$ cat src/rtl/client_quiesce_pkg.sv
package client_quiesce_pkg;
  localparam int IDX_W = 8;

  typedef struct packed {
    logic             wrAdmit;
    logic             wrHotRst;
    logic             rdAdmit;
    logic             rdHotRst;
    logic             rdStatus;
    logic [IDX_W-1:0] statusIdx;
  } regStrobe_t;
endpackage

$ cat src/rtl/client_quiesce_ctrl.sv
module client_quiesce_ctrl
  import client_quiesce_pkg::*;
#(
  parameter int NUM_CLIENTS = 15,
  parameter int ADDR_W      = 6
) (
  input  logic              regWrEn,
  input  logic [ADDR_W-1:0] regAddr,
  output regStrobe_t        strobe
);
  localparam int STATUS_BASE = 2;
  localparam int STATUS_END  = STATUS_BASE + NUM_CLIENTS;

  logic [31:0] addrExt;
  logic        isAdmit;
  logic        isHotRst;
  logic        isStatus;

  always_comb begin
    addrExt  = 32'(regAddr);
    isAdmit  = (addrExt == 32'd0);
    isHotRst = (addrExt == 32'd1);
    isStatus = (addrExt >= 32'(STATUS_BASE)) && (addrExt < 32'(STATUS_END));

    strobe           = '0;
    strobe.wrAdmit   = regWrEn && isAdmit;
    strobe.wrHotRst  = regWrEn && isHotRst;
    strobe.rdAdmit   = isAdmit;
    strobe.rdHotRst  = isHotRst;
    strobe.rdStatus  = isStatus;
    strobe.statusIdx = isStatus ? IDX_W'(addrExt - 32'(STATUS_BASE)) : '0;
  end
endmodule

$ cat src/rtl/client_quiesce_dp.sv
module client_quiesce_dp
  import client_quiesce_pkg::*;
#(
  parameter int NUM_CLIENTS = 15,
  parameter int DATA_W      = 32,
  parameter int CNT_W       = 4
) (
  input  logic                   clk,
  input  logic                   rstN,
  input  regStrobe_t             strobe,
  input  logic [DATA_W-1:0]      regWrData,
  output logic [DATA_W-1:0]      regRdData,
  input  logic [NUM_CLIENTS-1:0] reqValid,
  input  logic [NUM_CLIENTS-1:0] rspDone,
  output logic [NUM_CLIENTS-1:0] reqReady,
  output logic [NUM_CLIENTS-1:0] clientRstN
);
  localparam logic [CNT_W-1:0] CNT_MAX = '1;

  logic [NUM_CLIENTS-1:0] admitQ;
  logic [NUM_CLIENTS-1:0] hotRstQ;
  logic [CNT_W-1:0]       outCnt [NUM_CLIENTS];
  logic [NUM_CLIENTS-1:0] accept;
  logic [NUM_CLIENTS-1:0] drain;

  // Shared control words; active low, all ones out of reset.
  always_ff @(posedge clk or negedge rstN) begin
    if (!rstN) begin
      admitQ  <= '1;
      hotRstQ <= '1;
    end else begin
      if (strobe.wrAdmit)  admitQ  <= regWrData[NUM_CLIENTS-1:0];
      if (strobe.wrHotRst) hotRstQ <= regWrData[NUM_CLIENTS-1:0];
    end
  end

  assign clientRstN = hotRstQ;


  admit_load_chk: assert property (@(posedge clk) disable iff (!rstN)
    strobe.wrAdmit |=> admitQ == $past(regWrData[NUM_CLIENTS-1:0]));


  hotrst_load_chk: assert property (@(posedge clk) disable iff (!rstN)
    strobe.wrHotRst |=> clientRstN == $past(regWrData[NUM_CLIENTS-1:0]));


  no_stray_write_chk: assert property (@(posedge clk) disable iff (!rstN)
    (!strobe.wrAdmit && !strobe.wrHotRst) |=> ($stable(admitQ) && $stable(hotRstQ)));

  for (genvar i = 0; i < NUM_CLIENTS; i++) begin : g_client
    assign reqReady[i] = admitQ[i] && hotRstQ[i] && (outCnt[i] != CNT_MAX);
    assign accept[i]   = reqValid[i] && reqReady[i];
    assign drain[i]    = rspDone[i] && (outCnt[i] != '0);

    always_ff @(posedge clk or negedge rstN) begin
      if (!rstN) begin
        outCnt[i] <= '0;
      end else if (!hotRstQ[i]) begin
        outCnt[i] <= '0;
      end else begin
        case ({accept[i], drain[i]})
          2'b10:   outCnt[i] <= outCnt[i] + CNT_W'(1);
          2'b01:   outCnt[i] <= outCnt[i] - CNT_W'(1);
          default: outCnt[i] <= outCnt[i];
        endcase
      end
    end


    accept_count_chk: assert property (@(posedge clk) disable iff (!rstN)
      (accept[i] && !rspDone[i] && hotRstQ[i]) |=> outCnt[i] == $past(outCnt[i]) + CNT_W'(1));


    drain_count_chk: assert property (@(posedge clk) disable iff (!rstN)
      (drain[i] && !accept[i] && hotRstQ[i]) |=> outCnt[i] == $past(outCnt[i]) - CNT_W'(1));


    reset_clear_chk: assert property (@(posedge clk) disable iff (!rstN)
      !hotRstQ[i] |=> outCnt[i] == '0);
  end

  always_comb begin
    regRdData = '0;
    if (strobe.rdAdmit)  regRdData[NUM_CLIENTS-1:0] = admitQ;
    if (strobe.rdHotRst) regRdData[NUM_CLIENTS-1:0] = hotRstQ;
    if (strobe.rdStatus) begin
      for (int k = 0; k < NUM_CLIENTS; k++) begin
        if (strobe.statusIdx == IDX_W'(k)) regRdData[CNT_W-1:0] = outCnt[k];
      end
    end
  end
endmodule

$ cat src/rtl/client_quiesce_top.sv
module client_quiesce_top
  import client_quiesce_pkg::*;
#(
  parameter int NUM_CLIENTS = 15,
  parameter int ADDR_W      = 6,
  parameter int DATA_W      = 32,
  parameter int CNT_W       = 4
) (
  input  logic                   clk,
  input  logic                   rstN,
  input  logic                   regWrEn,
  input  logic [ADDR_W-1:0]      regAddr,
  input  logic [DATA_W-1:0]      regWrData,
  output logic [DATA_W-1:0]      regRdData,
  input  logic [NUM_CLIENTS-1:0] reqValid,
  output logic [NUM_CLIENTS-1:0] reqReady,
  input  logic [NUM_CLIENTS-1:0] rspDone,
  output logic [NUM_CLIENTS-1:0] clientRstN
);
  regStrobe_t strobe;

  client_quiesce_ctrl #(
    .NUM_CLIENTS(NUM_CLIENTS),
    .ADDR_W     (ADDR_W)
  ) u_ctrl (
    .regWrEn(regWrEn),
    .regAddr(regAddr),
    .strobe (strobe)
  );

  client_quiesce_dp #(
    .NUM_CLIENTS(NUM_CLIENTS),
    .DATA_W     (DATA_W),
    .CNT_W      (CNT_W)
  ) u_dp (
    .clk       (clk),
    .rstN      (rstN),
    .strobe    (strobe),
    .regWrData (regWrData),
    .regRdData (regRdData),
    .reqValid  (reqValid),
    .rspDone   (rspDone),
    .reqReady  (reqReady),
    .clientRstN(clientRstN)
  );
endmodule

$ cat config.mk
export PLATFORM = sky130hd
export DESIGN_NAME = client_quiesce_top
export DESIGN_NICKNAME = d
export VERILOG_FILES = /design/src/rtl/client_quiesce_pkg.sv /design/src/rtl/client_quiesce_ctrl.sv /design/src/rtl/client_quiesce_dp.sv /design/src/rtl/client_quiesce_top.sv
export SDC_FILE = /design/constraint.sdc
export NUM_CORES = 1
export LEC_CHECK = 0
export ABC_AREA = 1
export BUFFER_PORTS_ARGS = -buffer_cell sky130_fd_sc_hd__buf_2
export CAP_MARGIN = 0
export CORE_MARGIN = 8
export CORE_UTILIZATION = 56
export CTS_CLUSTER_SIZE = 25
export DETAILED_ROUTE_END_ITERATION = 6
export PLACE_DENSITY = 0.81
export SETUP_SLACK_MARGIN = 0.3
export SKIP_CTS_REPAIR_TIMING = 1
export SYNTH_ARGS = -nofsm -noshare
export SYNTH_HDL_FRONTEND = slang
export SYNTH_SLANG_ARGS = --single-unit
$ cat constraint.sdc
create_clock -name clk -period 2.8 [get_ports clk]
set_input_delay 0.42 -clock clk [delete_from_list [all_inputs] [get_ports clk]]
set_output_delay 0.42 -clock clk [all_outputs]
set_load 0.01 [all_outputs]
==> flow_metrics.py <==
metrics = {
    "outcome": {
        "outcome": "complete, but fails checks",
        "violations": "setup timing",
    },
    "worst_setup_path": {
        "crit_fanout": 7,
        "cp_num_buf_inv": 4,
        "path_cells": "buf_8, inv_6, ha_4, inv_2, nor2_2, nand2_1, nand2_2, nand2_4, o21ai_4, nand2_2, nand2_1, nand2_1, nand3_1, nor2_1, nand4_1, nor2_1, nand4_1, nand2_2, nand3_2, nand2_2, nand2_2, buf_6",
        "worstPathRequired_ps": 2380,
        "crit_family": "simple AND/OR/NAND/NOR gates",
        "cp-start-kind": "primary input",
        "path_class": "in2out",
        "cp-end-kind": "output port",
        "critPathLaunch": "regAddr[2]",
        "critPathSlowestCell": "ha_4",
        "arrival_ps": 2490,
        "rr_startpoint": "u_dp.outCnt[52]$_DFFE_PN0P_",
        "crit_path_frequent_cell": "nand2_2",
        "slowest_delay_ps": 160,
    },
    "sta": {
        "min_period_over_period_pct": 104.0,
        "setup_viol": 4,
        "timing.final.ws_setup_ps": -111.6,
        "finalSetupTns_ps": -268.4,
        "fin_skew_ps": 8.256,
        "fin_crit_ps": 2912,
        "fmax_mhz": 343.5,
        "rsz0062_at_grt": "true",
        "hold_viol": 0,
        "finalMaxSlewViolations": 0,
    },
    "floorplanning": {
        "start_util_pct": 57.40,
        "ios": 133,
        "dieArea_um2": 15480,
        "die_h_um": 124.4,
        "core_um2": 11470,
        "rows": 39,
        "die_w_um": 124.4,
    },
    "layout": {
        "fill_cells": 915,
        "fin_util_pct": 68.88,
        "nNetsFinal": 1105,
        "mostFrequentLayoutCells": "162 x nand2_1, 146 x inv_1, 94 x buf_2",
        "final_common_cell": "nand2_1",
        "drive_above_1_share_pct": 22.39,
        "multi_input_area_um2": 3750,
        "seq_area_um2": 2290,
        "area_growth_pct": 20.00,
    },
    "grt": {
        "antenna_found_initial": 0,
        "grt.total_usage_pct": 20.72,
        "grt_max_degree": 46,
        "grt_pass1_vias": 6010,
        "grt_pass1_wl_um": 27160,
        "grt_overflow_total": 0,
    },
    "pwr": {
        "clkPwrFrac_pct": 38.0,
        "p_seq_share_pct": 47.5,
        "ir_drop_mv": 0.3393,
        "p_sw_uw": 839.6,
        "power_density_nw_per_um2": 386.9,
        "p_int_mw": 2.217,
        "p_leak_nw": 3.497,
        "combinationalPowerShare_pct": 14.5,
        "switching_share_pct": 27.47,
    },
    "logic_synthesis": {
        "yosysSeqAreaShare_pct": 34.78,
        "synthAdderAreaFrac_pct": 13.31,
        "syn_area_per_cell_um2": 7.846,
        "synth_area_um2": 6583,
        "synth_top_family_by_area": "simple AND/OR/NAND/NOR gates",
        "synthXorXnorAreaFrac_pct": 6.121,
        "yosysWarnings": 0,
        "synth_cell_type_count": 38,
        "synth-simple-area-share_pct": 20.22,
        "ys_ff_latch": 90,
        "synth-compound-area-share_pct": 14.16,
        "synthMuxAreaShare_pct": 0,
        "synthCells": 839,
    },
    "clock_tree": {
        "h-tree-depth": 3,
        "cts-buffers-inserted": 9,
        "path_clk_slew_ps": 60,
        "cts.sinks": 90,
        "ctsLongestPathBuffers": 2,
        "cts_root_buf": "clkbuf_16",
        "clk_latency_ps": 350,
        "cts_tree": "done",
    },
    "routing": {
        "dr.max_layer_used": "met4",
        "drc": 0,
        "wl_met2_um": 7896,
        "num_vias": 6082,
        "drtPass1Iterations": 5,
        "m1WireLength_um": 7149,
        "drtAntennaViolNets": 0,
        "drt_wl_total_um": 16450,
        "drt_iter0_drc": 412,
        "met3_wirelength_um": 1017,
        "via_per_inst": 5.421,
        "wl_per_cell_um": 14.66,
    },
    "worst_hold_path": {
        "min_from": "regWrData[12]",
        "worstHoldPathType": "in2reg",
    },
    "placement": {
        "finalWeightedCongestion": 0.8827,
        "place_hpwl_um": 12650,
        "port_buffers": 98,
    },
    "job": {
        "maxCapViolations": 0,
    },
}
[tightest hold or removal path: stages]
cell and delay (ps):
buf_2 90, inv_1 50, o21ai_0 80
[cell usage after synthesis]
cell type  count  area (um^2)
o21ai_1        1        5.000
a21oi_1       21        105.1
o21ai_2        1        8.760
a22oi_1        3        22.52
or2_2          2        12.51
buf_1          1        3.750
inv_2          4        15.01
o21ai_0       52        260.3
a41oi_1        2        17.52
o21ai_4        1        16.27
o21a_1        15        112.6
ha_1          46        575.6
nand3_1       43        215.2
buf_6          1        11.26
nand2_2        1        6.260
o22ai_1       57        356.6
conb_1         1        3.750
a211oi_1       2        15.01
nand3_2        1        10.01
nor2_4         1        11.26
buf_4         17        127.6
clkbuf_1       7        26.28
o31ai_2        1        12.51
inv_1        150        563.0
nor3_2         1        10.01
nor2_1        44        165.2
nand2_1      167        626.9
nand2_4        1        11.26
xnor2_1       17        148.9
nor2_2         4        25.02
xor2_1        29        254.0
nand4_1       11        68.82
nor3_1        15        75.07
dfrtp_1       60         1501
dfstp_2       30        788.3
nor4_1        13        81.33
fa_1          15        300.3
nand4_2        1        12.51
[power by group through the flow]
stage                     combinational [mW]  sequential [mW]  clock (mW)
after detailed placement               0.403             1.47           0
after CTS                              0.405             1.45        1.18
after global placement                 0.393             1.47           0
after floorplan                        0.228             1.48           0
after global routing                   0.498             1.46        1.23
final                                  0.445             1.45        1.16
[routing by layer]
metal | up-vias | global-route usage, %
li1 | 3011 | -
met1 | 2845 | 25.51
met2 | 193 | 34.41
met3 | 33 | 4.553
met4 | 0 | 8.434
met5 | - | 0
[through the flow]
step                cell area [um^2]  hold slack [ps]  setup WS (ps)  instances  total power [mW]
finish                          7899            302.2         -111.6       1122             3.056
global route                    7896            311.2         -241.1       1121             3.185
CTS                             7659           -28.23         -218.5       1115             3.029
detailed placement              7376            341.8         -218.3       1099             1.874
global placement                7376            338.1         -167.5       1099             1.862
floorplan                       6643            124.4          358.3        855             1.704
[final timing paths]
path	slack, ps	to	cells after the start
max	-110	regRdData[0]	22
min	300	u_dp.clientRstN[12]$_DFFE_PN1P_	3
max reg2reg	490	u_dp.outCnt[55]$_DFFE_PN0P_	10
min reg2reg	490	u_dp.admitQ[11]$_DFFE_PN1P_	2
max in group asynchronous	1600	u_dp.clientRstN[2]$_DFFE_PN1P_	3
min in group asynchronous	510	u_dp.outCnt[10]$_DFFE_PN0P_	2
[flip-flops by register name, summed over array words and instances (netlist names)]
register         count
u_dp.outCnt         60
u_dp.admitQ         15
u_dp.clientRstN     15
[final cells by class]
cell class | instances | share of cell area [%]
Antenna cell | 1 | 0.03168
Sequential cell | 90 | 28.99
Inverter | 154 | 7.413
Multi-Input combinational cell | 586 | 47.47
Clock inverter | 4 | 0.3326
Timing Repair Buffer | 132 | 10.25
Clock buffer | 12 | 3.247
Tap cell | 143 | 2.265
[cell families (layout without fill, tap and decap cells)]
kind of cell / Yosys count / in the layout
AND/OR/NAND/NOR: 305 / 306
buffers and inverters: 180 / 302
AO/OA/AOI/OAI: 156 / 156
flip-flops: 90 / 90
adder cells (fa/ha/maj): 61 / 61
XOR/XNOR: 46 / 46
other: 1 / 18
Note: power is estimated with default switching activity, not from simulation.
